$ cat src/rtl/fold_le_pkg.sv
`timescale 1ns/1ps
package fold_le_pkg;

    localparam int LUT_K   = 4;
    localparam int TT_W    = 1 << LUT_K;
    localparam int N_REG   = 2;
    localparam int MAX_CTX = 16;
    localparam int STEP_W  = 4;

    typedef struct packed {
        logic [N_REG-1:0] we;
        logic [N_REG-1:0] sel;
        logic [TT_W-1:0]  tt;
    } ctx_t;

    localparam int CTX_W = $bits(ctx_t);

    function automatic logic lut_eval(input logic [TT_W-1:0] tt, input logic [LUT_K-1:0] idx);
        return tt[idx];
    endfunction

endpackage

$ cat src/rtl/fold_ctx_store.sv
`timescale 1ns/1ps
module fold_ctx_store
    import fold_le_pkg::*;
#(
    parameter int DEPTH = MAX_CTX,
    localparam int AW = $clog2(DEPTH)
) (
    input  logic          clk,
    input  logic          rst,
    input  logic          run,
    input  logic          wr_en,
    input  logic [AW-1:0] wr_addr,
    input  ctx_t          wr_data,
    input  logic [AW-1:0] rd_addr,
    output ctx_t          rd_ctx
);

    ctx_t mem [DEPTH];

    always_ff @(posedge clk) begin
        if (wr_en && !run)
            mem[wr_addr] <= wr_data;
    end

    assign rd_ctx = mem[rd_addr];

    // writes during a run leave the addressed word untouched
    assert_write_locked_R8: assert property (@(posedge clk) disable iff (rst)
        (run && wr_en) |=> mem[$past(wr_addr)] == $past(mem[wr_addr]));

endmodule

$ cat src/rtl/fold_sequencer.sv
`timescale 1ns/1ps
module fold_sequencer
    import fold_le_pkg::*;
#(
    parameter int DEPTH = MAX_CTX,
    localparam int AW = $clog2(DEPTH)
) (
    input  logic              clk,
    input  logic              rst,
    input  logic              run,
    input  logic [STEP_W-1:0] lvl_m1,
    input  logic [AW-1:0]     cnt_m1,
    output logic [AW-1:0]     ptr
);

    logic [STEP_W-1:0] step;
    logic              wrap_step;
    logic              wrap_ctx;

    assign wrap_step = (step >= lvl_m1);
    assign wrap_ctx  = (ptr >= cnt_m1);

    always_ff @(posedge clk) begin
        if (rst || !run) begin
            step <= '0;
            ptr  <= '0;
        end else if (wrap_step) begin
            step <= '0;
            ptr  <= wrap_ctx ? '0 : ptr + 1'b1;
        end else begin
            step <= step + 1'b1;
        end
    end

    // pointer only moves when the step counter wraps
    assert_ptr_hold_R5: assert property (@(posedge clk) disable iff (rst)
        (run && step < lvl_m1) |=> ptr == $past(ptr));

    // end of plane cycle returns to context 0
    assert_ptr_wrap_R6: assert property (@(posedge clk) disable iff (rst)
        (run && step >= lvl_m1 && ptr >= cnt_m1) |=> ptr == '0);

    // idle returns the schedule to the start
    assert_idle_clear_R7: assert property (@(posedge clk) disable iff (rst)
        !run |=> (ptr == '0 && step == '0));

endmodule

$ cat src/rtl/fold_lut_regs.sv
`timescale 1ns/1ps
module fold_lut_regs
    import fold_le_pkg::*;
(
    input  logic             clk,
    input  logic             rst,
    input  logic             run,
    input  ctx_t             ctx,
    input  logic [LUT_K-1:0] lut_in,
    input  logic             prim_in,
    output logic             lut_out,
    output logic [N_REG-1:0] q
);

    assign lut_out = lut_eval(ctx.tt, lut_in);

    for (genvar i = 0; i < N_REG; i++) begin : g_reg
        logic d;
        assign d = ctx.sel[i] ? prim_in : lut_out;

        always_ff @(posedge clk) begin
            if (rst)
                q[i] <= 1'b0;
            else if (run && ctx.we[i])
                q[i] <= d;
        end

        // a register without capture permission keeps its value
        assert_reg_hold_R4: assert property (@(posedge clk) disable iff (rst)
            !(run && ctx.we[i]) |=> q[i] == $past(q[i]));

        // a capture from the LUT path takes the prior LUT value
        assert_lut_capture_R3: assert property (@(posedge clk) disable iff (rst)
            (run && ctx.we[i] && !ctx.sel[i]) |=> q[i] == $past(lut_out));
    end

endmodule

$ cat src/rtl/fold_le.sv
`timescale 1ns/1ps
module fold_le
    import fold_le_pkg::*;
#(
    parameter int DEPTH = MAX_CTX,
    localparam int AW = $clog2(DEPTH)
) (
    input  logic              clk,
    input  logic              rst,
    input  logic              run,
    input  logic [STEP_W-1:0] fold_lvl_m1,
    input  logic [AW-1:0]     ctx_cnt_m1,
    input  logic [LUT_K-1:0]  lut_in,
    input  logic              prim_in,
    input  logic              cfg_we,
    input  logic [AW-1:0]     cfg_addr,
    input  logic [CTX_W-1:0]  cfg_data,
    output logic              lut_out,
    output logic              q0,
    output logic              q1
);

    ctx_t             wr_word;
    ctx_t             cur_ctx;
    logic [AW-1:0]    ptr;
    logic [N_REG-1:0] q;

    assign wr_word = ctx_t'(cfg_data);

    fold_ctx_store #(.DEPTH(DEPTH)) u_store (
        .clk     (clk),
        .rst     (rst),
        .run     (run),
        .wr_en   (cfg_we),
        .wr_addr (cfg_addr),
        .wr_data (wr_word),
        .rd_addr (ptr),
        .rd_ctx  (cur_ctx)
    );

    fold_sequencer #(.DEPTH(DEPTH)) u_seq (
        .clk    (clk),
        .rst    (rst),
        .run    (run),
        .lvl_m1 (fold_lvl_m1),
        .cnt_m1 (ctx_cnt_m1),
        .ptr    (ptr)
    );

    fold_lut_regs u_core (
        .clk     (clk),
        .rst     (rst),
        .run     (run),
        .ctx     (cur_ctx),
        .lut_in  (lut_in),
        .prim_in (prim_in),
        .lut_out (lut_out),
        .q       (q)
    );

    assign q0 = q[0];
    assign q1 = q[1];

endmodule

$ cat config.mk
export PLATFORM = sky130hd
export DESIGN_NAME = fold_le
export DESIGN_NICKNAME = d
export VERILOG_FILES = /design/src/rtl/fold_le_pkg.sv /design/src/rtl/fold_ctx_store.sv /design/src/rtl/fold_sequencer.sv /design/src/rtl/fold_lut_regs.sv /design/src/rtl/fold_le.sv
export SDC_FILE = /design/constraint.sdc
export NUM_CORES = 1
export LEC_CHECK = 0
export BUFFER_PORTS_ARGS = -buffer_cell sky130_fd_sc_hd__buf_2
export CAP_MARGIN = 20
export CORE_UTILIZATION = 40
export DETAILED_ROUTE_END_ITERATION = 12
export MAX_ROUTING_LAYER = met4
export PLACE_DENSITY = 0.68
export SLEW_MARGIN = 15
export SYNTH_ARGS = -nofsm -noshare
export SYNTH_HDL_FRONTEND = slang
export SYNTH_SLANG_ARGS = --single-unit
$ cat constraint.sdc
create_clock -name clk -period 2.56 [get_ports clk]
set_clock_uncertainty 0.1 [all_clocks]
set_input_delay 0.256 -clock clk [delete_from_list [all_inputs] [get_ports clk]]
set_output_delay 0.256 -clock clk [all_outputs]
set_load 0.01 [all_outputs]
* Yosys cells after proc, flatten, opt, wreduce, memory -nomap -nowiden
Memory sizes are Yosys's and may differ from the RTL's. A register that Yosys moved wholly into a read port is not among the register bits. Cells that the tools add are included.
Cells by class: add/sub/neg operators 2, magnitude comparators 3, muxes and demuxes 9, reduce and logical (&&, ||, !) cells 6
Operator list (number):
- two-way mux 4 bit | 3
- adder 4 x 1 -> 4 bit (second input constant) | 2
- >= comparator 4 bit | 2
- < comparator 4 x 5 -> 1 bit (second input constant) | 1
- two-way mux 1 bit | 5
- binary-select mux 1 bit (select 4 bit) | 1
- logical AND 1 bit | 3
- OR reduction 2 bit | 1
- logical NOT 1 bit | 1
- logical OR 1 bit | 1
Storage, ports and cells: register bits 10, RAM bits 320, logic and storage cells 25, memories 1
Memory list:
- u_store.mem | words 16, width 20, read ports 1, clocked after memory_dff 1, write ports 1, RTL line fold_ctx_store.sv:18 | ctx_t mem [DEPTH];

* Depth between registers and ports, before layout
Gate-level depths: netlist (run 1).
depth in word-level cells 4, mapped depth 9, depth with buffers taken out 8

* Modules after synthesis
Synthesis (run 1) repeated with hierarchy kept, for this count alone.
Second synthesis, totals: cell total of the unflattened synthesis 608, area total of the unflattened synthesis 12954.9 um^2
Modules (own cells, without submodules):
- fold_ctx_store | instances 1, cells an instance 514, area an instance 12139.1 um^2
- fold_sequencer | instances 1, cells an instance 65, area an instance 551.8 um^2
- fold_lut_regs | instances 1, cells an instance 29, area an instance 264.0 um^2

* Worst setup path before layout (run 1)
OpenSTA, ideal clock, no wires.
path type input -> register, start point input port run, end point memory u_store.mem[4][0] (netlist bit) (enable), library setup time 0.422 ns, data arrival time 2.294 ns, path slack -0.256 ns, stages 3, buffers on the path 0, cell sequence nand2b_1 or3b_2 nor3_1
Between the ends: word-level cells in the longest chain between the ends 4
Ends and longest elaborated chain:
- start, declared | RTL line fold_le.sv:10 | input logic run,
- logical NOT 1 bit | RTL line fold_ctx_store.sv:21 | if (wr_en && !run)
- logical AND 1 bit | RTL line fold_ctx_store.sv:21
- two-way mux 1 bit | RTL line fold_ctx_store.sv:21
- two-way mux 1 bit (implied by the code) | RTL line fold_ctx_store.sv:22 | mem[wr_addr] <= wr_data;
- end, declared | RTL line fold_ctx_store.sv:18
Every way passes these cells.

==> results of run 1 <==
## how the worst min path moves through the flow
stage / start / slack [ps] / endpoint
global route: cfg_data[13] / 20 / u_store.mem[0][13]
detailed placement: rst / 360 / u_core.q[1]
CTS: cfg_data[13] / 7 / u_store.mem[14][13]
global placement: rst / 350 / u_core.q[0]
floorplan: rst / 230 / u_core.q[0]
finish: cfg_data[18] / 20 / u_store.mem[3][18]
## timing repair
item / CTS / global route
pin swaps: 1 / 4
endpoints found under the setup margin: 3 / 5
setup buffers: 0 / 1
resized for setup: 11 / 5
hold buffers: 1 / 0
hold endpoints to repair: 2 / 0
cloned: 0 / 0
## logic make-up after synthesis
logic type                 Yosys count  synth area share, %
DFF                                334                 75.7
adders and majority gates           10                0.958
buffers and inverters               40                 1.55
muxes                               93                 14.8
AOI/OAI and AO/OA                   65                 3.51
xor gates and xnor gates             2                0.134
and+or+nand+nor                     86                 3.36
## final cells by class
cell class              count  area [µm²]
clock buffers              45         996
clock inverters            17         109
diodes                      2        5.00
repair buffers            107         871
multi-input cells         256        3090
fillers                  2617       16300
well taps                 435         544
flip-flops and latches    334        9900
inverters                  11        41.3
## critical path, stage by stage (launching register included)
cell and delay (ps):
dfxtp_4 410, buf_12 140, buf_4 110, mux4_2 480, a22oi_1 230, a211oi_1 120
nor4_2 260, buf_4 160, o32a_1 160, nand2_2 90, buf_6 130
## placed cells by master (no fill, tap or decap), drive strengths merged, types with 3 or more instances in the layout
| cell | instances |
|---|---|
| a211oi | 4 |
| nand2 | 11 |
| nand4b | 3 |
| nor2b | 7 |
| clkbuf | 45 |
| dfxtp | 14 |
| o21ai | 3 |
| a21o | 6 |
| inv | 11 |
| nand3 | 6 |
| edfxtp | 320 |
| and3 | 3 |
| a21oi | 15 |
| clkinv | 16 |
| a22oi | 23 |
| or3 | 3 |
| ha | 10 |
| mux4 | 80 |
| buf | 106 |
| nor2 | 26 |
| mux2i | 12 |
| nor3 | 8 |
| nand2b | 10 |
## sequential cells by signal (all words and copies together) (netlist names), named ones only
signal	cells
u_store.mem	320
u_seq.ptr	4
u_seq.step	4
u_core.q	2
## metrics by stage
| stage | instance area (µm²) | worst slack, ps | hold slack [ps] | total power [µW] |
|---|---|---|---|---|
| floorplan | 13100 | 56.8 | 228 | 6340 |
| global placement | 14400 | -218 | 349 | 6530 |
| detailed placement | 14400 | -189 | 356 | 6540 |
| CTS | 15500 | -602 | 6.59 | 11300 |
| global route | 15600 | -744 | 21.9 | 11600 |
| finish | 15600 | -600 | 18.9 | 11300 |
## power by group
part	switching [µW]	total [µW]	internal, µW
registers	17.8	6070	6050
clock network	1980	4820	2840
logic	214	361	147
total	2210	11300	9040
## synthesized netlist by cell type (7+ instances only)
library cell / n / area [µm²]
inv_1: 10 / 37.5
edfxtp_1: 320 / 9610
nor2b_1: 7 / 43.8
nand2b_1: 10 / 62.6
a21oi_1: 15 / 75.1
a22oi_1: 23 / 173
mux2i_1: 12 / 120
mux4_2: 80 / 1800
dfxtp_1: 14 / 280
ha_1: 10 / 125
nor2_1: 26 / 97.6
nand2_1: 11 / 41.3
clkbuf_1: 13 / 48.8
nor3_1: 8 / 40.0
## layer usage
layer  wire length (µm)  GRT usage (%)
met5                  0              -
met4                470           4.61
met2              14200           29.2
met1              11900           24.0
met3               1860           3.16
==> run_results.csv, run 1 <==
group,metric,value,unit
logic_synthesis,ys_types,46,
setup_path,regToRegSetupSlack,50,ps
setup_path,critPathCaptureType,"primary output",
routing,drt.antenna.violating_nets,0,
die,die_y,183,µm
clock_network,cts_made_buffers,35,
logic_synthesis,synthArstFlopShare,0,%
grt,grt_use_total,18.1,%
sta,fmax,316,MHz
setup_path,startpoint_type,"register",
die,die_area,33400,µm²
final_layout,drive_above_1_share,35.1,%
sta,worstMarginPinSlew,419,ps
clock_network,clk_pin_slew,60,ps
logic_synthesis,synth_enable_flop_cells,320,
final_layout,fin_cells,1207,
routing,totalWireLength,28500,µm
sta,timing.final.ws_setup,-600,ps
outcome,status,"finished, violations left",
setup_path,cp.required,2200,ps
final_layout,postLayoutCoreUtil,48.8,%
die,initial_core_util,41.0,%
sta,post-route-period-util,123,%
pwr,power_density,723,nW/µm²
die,io_pins,44,
sta,final-hold-violation-count,0,
pwr,irDropWorstVdd,0.416,mV
place,gp_congestion,0.801,
logic_synthesis,ys.flop_type,"edfxtp_1",
routing,vias,6586,
setup_path,cp.arrival,2800,ps
sta,rsz0062_at_grt,"true",
sta,setup_violations,1,
logic_synthesis,avgSynthCellArea,20.7,µm²
grt,antenna_found_initial,2,
clock_network,cts-root-buf,"clkbuf_16",
logic_synthesis,ys_warn_count,0,
clock_network,clkLatencyLatePin,500,ps
logic_synthesis,ys_seq_elements,334,
clock_network,cts_max_path_buffers,3,
pwr,leakagePower,0.00501,µW
logic_synthesis,ys_seq_area_share,75.7,%
place,dp_hpwl,17900,µm
run,maxCapViolCount,0,
clock_network,cts_tree,"yes",
setup_path,crit_fanout,6,
setup_path,endpoint,"lut_out",
final_layout,syn_to_final_growth,19.0,%
sta,setup_tns,-600,ps
die,core_region_area,31900,µm²
clock_network,clock_sinks,334,
routing,drtIter0Drc,645,
die,rows,65,
setup_path,reg2regPathDepth,10,
final_layout,layout.nets,796,
grt,grt_max_degree,21,
grt,grt_pass1_wl,42500,µm
sta,worst_slew_margin_rel,71.4,%
logic_synthesis,syn_area,13100,µm²
routing,routedWlPerCell,23.6,µm
sta,post-route-min-period,3160,ps
routing,drc,0,
place,port-buffer-count,43,
setup_path,crit_type,"reg2out",
sta,maxSlewViolCount,0,
place,dp_cells,1141,
worst_hold_path,min_path_type,"in2reg",
logic_synthesis,synthesis.nets,681,
clock_network,htree_levels,2,
grt,grt_pass1_vias,6810,
setup_path,rr_endpoint,"u_core.q[0]",
die,die_w,183,µm
grt,grt-ovfl-total,0,
routing,viasPerCell,5.46,
routing,drt-pass1-iter-count,5,
outcome,violations,"negative setup slack",
worst_hold_path,holdPathStages,1,
logic_synthesis,synth_cells,630,
Power figures use the tool's default switching activity.
==> run 2, diff against run 1 <==
- CORE_ASPECT_RATIO: default -> 1.4
==> run 2 against run 1 <==
Net effect: the flow still finishes with violations (negative setup slack); via count shrank 0.82%; critical path type unchanged; design area grew 0.77%; global-route usage shrank 0.63 points.
==> run_results.csv, run 2 (same netlist as run 1, synthesis figures left out) <==
group,metric,value,unit
setup_path,reg2regPathDepth,12,
sta,fmax,310,MHz
outcome,status,"finished, violations left",
final_layout,syn_to_final_growth,20.0,%
setup_path,crit_type,"reg2out",
sta,worst_slew_margin_rel,55.5,%
routing,drtIter0Drc,483,
final_layout,drive_above_1_share,35.7,%
final_layout,fin_area,15700,µm²
setup_path,crit_chain,"buf_4, buf_4, buf_12, mux4_2, a22oi_1, a21oi_1, nor3_1, o32a_1, nand2_1, buf_2",
die,core_region_area,31900,µm²
final_layout,register_area,9900,µm²
worst_hold_path,min_from,"run",
die,die_y,216,µm
worst_hold_path,holdPathStages,3,
routing,routedWlPerCell,22.8,µm
setup_path,startpoint_type,"register",
sta,setup_tns,-869,ps
final_layout,postLayoutCoreUtil,49.2,%
place,post-place-ws,-209,ps
sta,post-route-period-util,126,%
place,place_area,14300,µm²
final_layout,multi_input_area,3120,µm²
grt,antenna_found_initial,1,
final_layout,final_cell_mix,"edfxtp_1, mux4_2, buf_4",
die,die_w,155,µm
setup_path,slowest_stage,"mux4_2",
setup_path,crit_fanout,8,
sta,post-route-min-period,3230,ps
setup_path,cp.arrival,2870,ps
clock_network,clk_pin_slew,70,ps
place,port-buffer-count,43,
sta,setup_violations,3,
clock_network,clock_sinks,334,
grt,grt_use_total,17.5,%
die,initial_core_util,41.0,%
sta,worstMarginPinSlew,664,ps
die,rows,77,
final_layout,layout.nets,822,
sta,finalHoldWorstSlack,43.6,ps
die,io_pins,44,
setup_path,critical_path.max_stage_delay,510,ps
sta,timing.final.ws_setup,-670,ps
place,gp_congestion,0.807,
final_layout,reg.largest.list,"u_store.mem: 320 flops, u_seq.ptr: 4 flops, u_seq.step: 4 flops",
clock_network,clkLatencyLatePin,550,ps
routing,drc,0,
clock_network,htree_levels,1,
grt,grt_max_degree,32,
clock_network,cts_made_buffers,28,
grt,grt_pass1_wl,41500,µm
setup_path,cp.required,2200,ps
place,dp_hpwl,17500,µm
sta,maxSlewViolCount,0,
sta,rsz0062_at_grt,"true",
clock_network,cts_max_path_buffers,3,
final_layout,final_common_cell,"edfxtp_1",
grt,grt_pass1_vias,6650,
setup_path,critPathCaptureType,"primary output",
sta,final-hold-violation-count,0,
die,die_area,33400,µm²
routing,vias,6532,
run,maxCapViolCount,0,
setup_path,worst_path_most_repeated_cell,"buf_4",
final_layout,fillers,2586,
routing,totalWireLength,28000,µm
clock_network,cts_tree,"yes",
routing,drt.antenna.violating_nets,0,
outcome,violations,"negative setup slack",
routing,viasPerCell,5.32,
pwr,power_density,682,nW/µm²
routing,drt-pass1-iter-count,4,
final_layout,max_flop_register,"u_store.mem",
grt,grt-ovfl-total,0,
clock_network,cts-root-buf,"clkbuf_16",
worst_hold_path,min_path_type,"in2reg",
pwr,irDropWorstVdd,0.475,mV
final_layout,largest_reg_flops,320,
pwr,leakagePower,0.00506,µW
==> run 2: routing by layer <==
metal,global-route usage [%],up-vias,part of all wire (%)
met5,-,-,0
met4,6.60,0,2.8
met3,1.65,40,4.3
met2,31.1,191,55
met1,20.4,3403,38
li1,-,2898,-
==> run 2: final cells by class <==
type	instances	area share (%)
flip-flops and latches	334	63.1
multi-input cells	256	19.9
repair buffers	140	7.38
clock buffers	33	4.73
well taps	434	3.46
clock inverters	19	1.09
inverters	11	0.263
diodes	1	0.0160
==> run 2: worst max-delay path: cells and delay by family (launching register included) <==
kind,cells,cell delay (ps)
buffers and inverters,4,590
AO/OA/AOI/OAI,3,570
multiplexers,1,510
flip-flops,1,380
AND/OR/NAND/NOR,2,280
==> run 2: timing repair <==
action                                  4_1_cts  5_1_grt
cloned                                        0        1
gates resized for setup                       4       23
endpoints found under the hold margin       322        0
buffers inserted                              4       10
endpoints found under the setup margin        3        3
hold buffers                                 21        0
pin swaps                                     1       10
==> run 2: power by group <==
group          switching, µW  internal [µW]  leakage, µW
Combinational            224            174      0.00162
Clock                   1850           2370     0.000446
Sequential              17.3           6040      0.00300
Total                   2090           8590      0.00506
==> run 2: path summary, 6_finish.rpt <==
kind / endpoint / slack [ps]
worst min register to register: u_seq.step[0] / 380
worst min-delay path: register / 40
worst max-delay path: lut_out / -670
worst max register to register: u_core.q[1] / -120
==> run 2: stage by stage <==
step,instances,power (µW)
final,1228,10700
after global routing,1228,11000
after CTS,1217,10800
after detailed placement,1140,6530
after global placement,1140,6520
after floorplan,630,6340
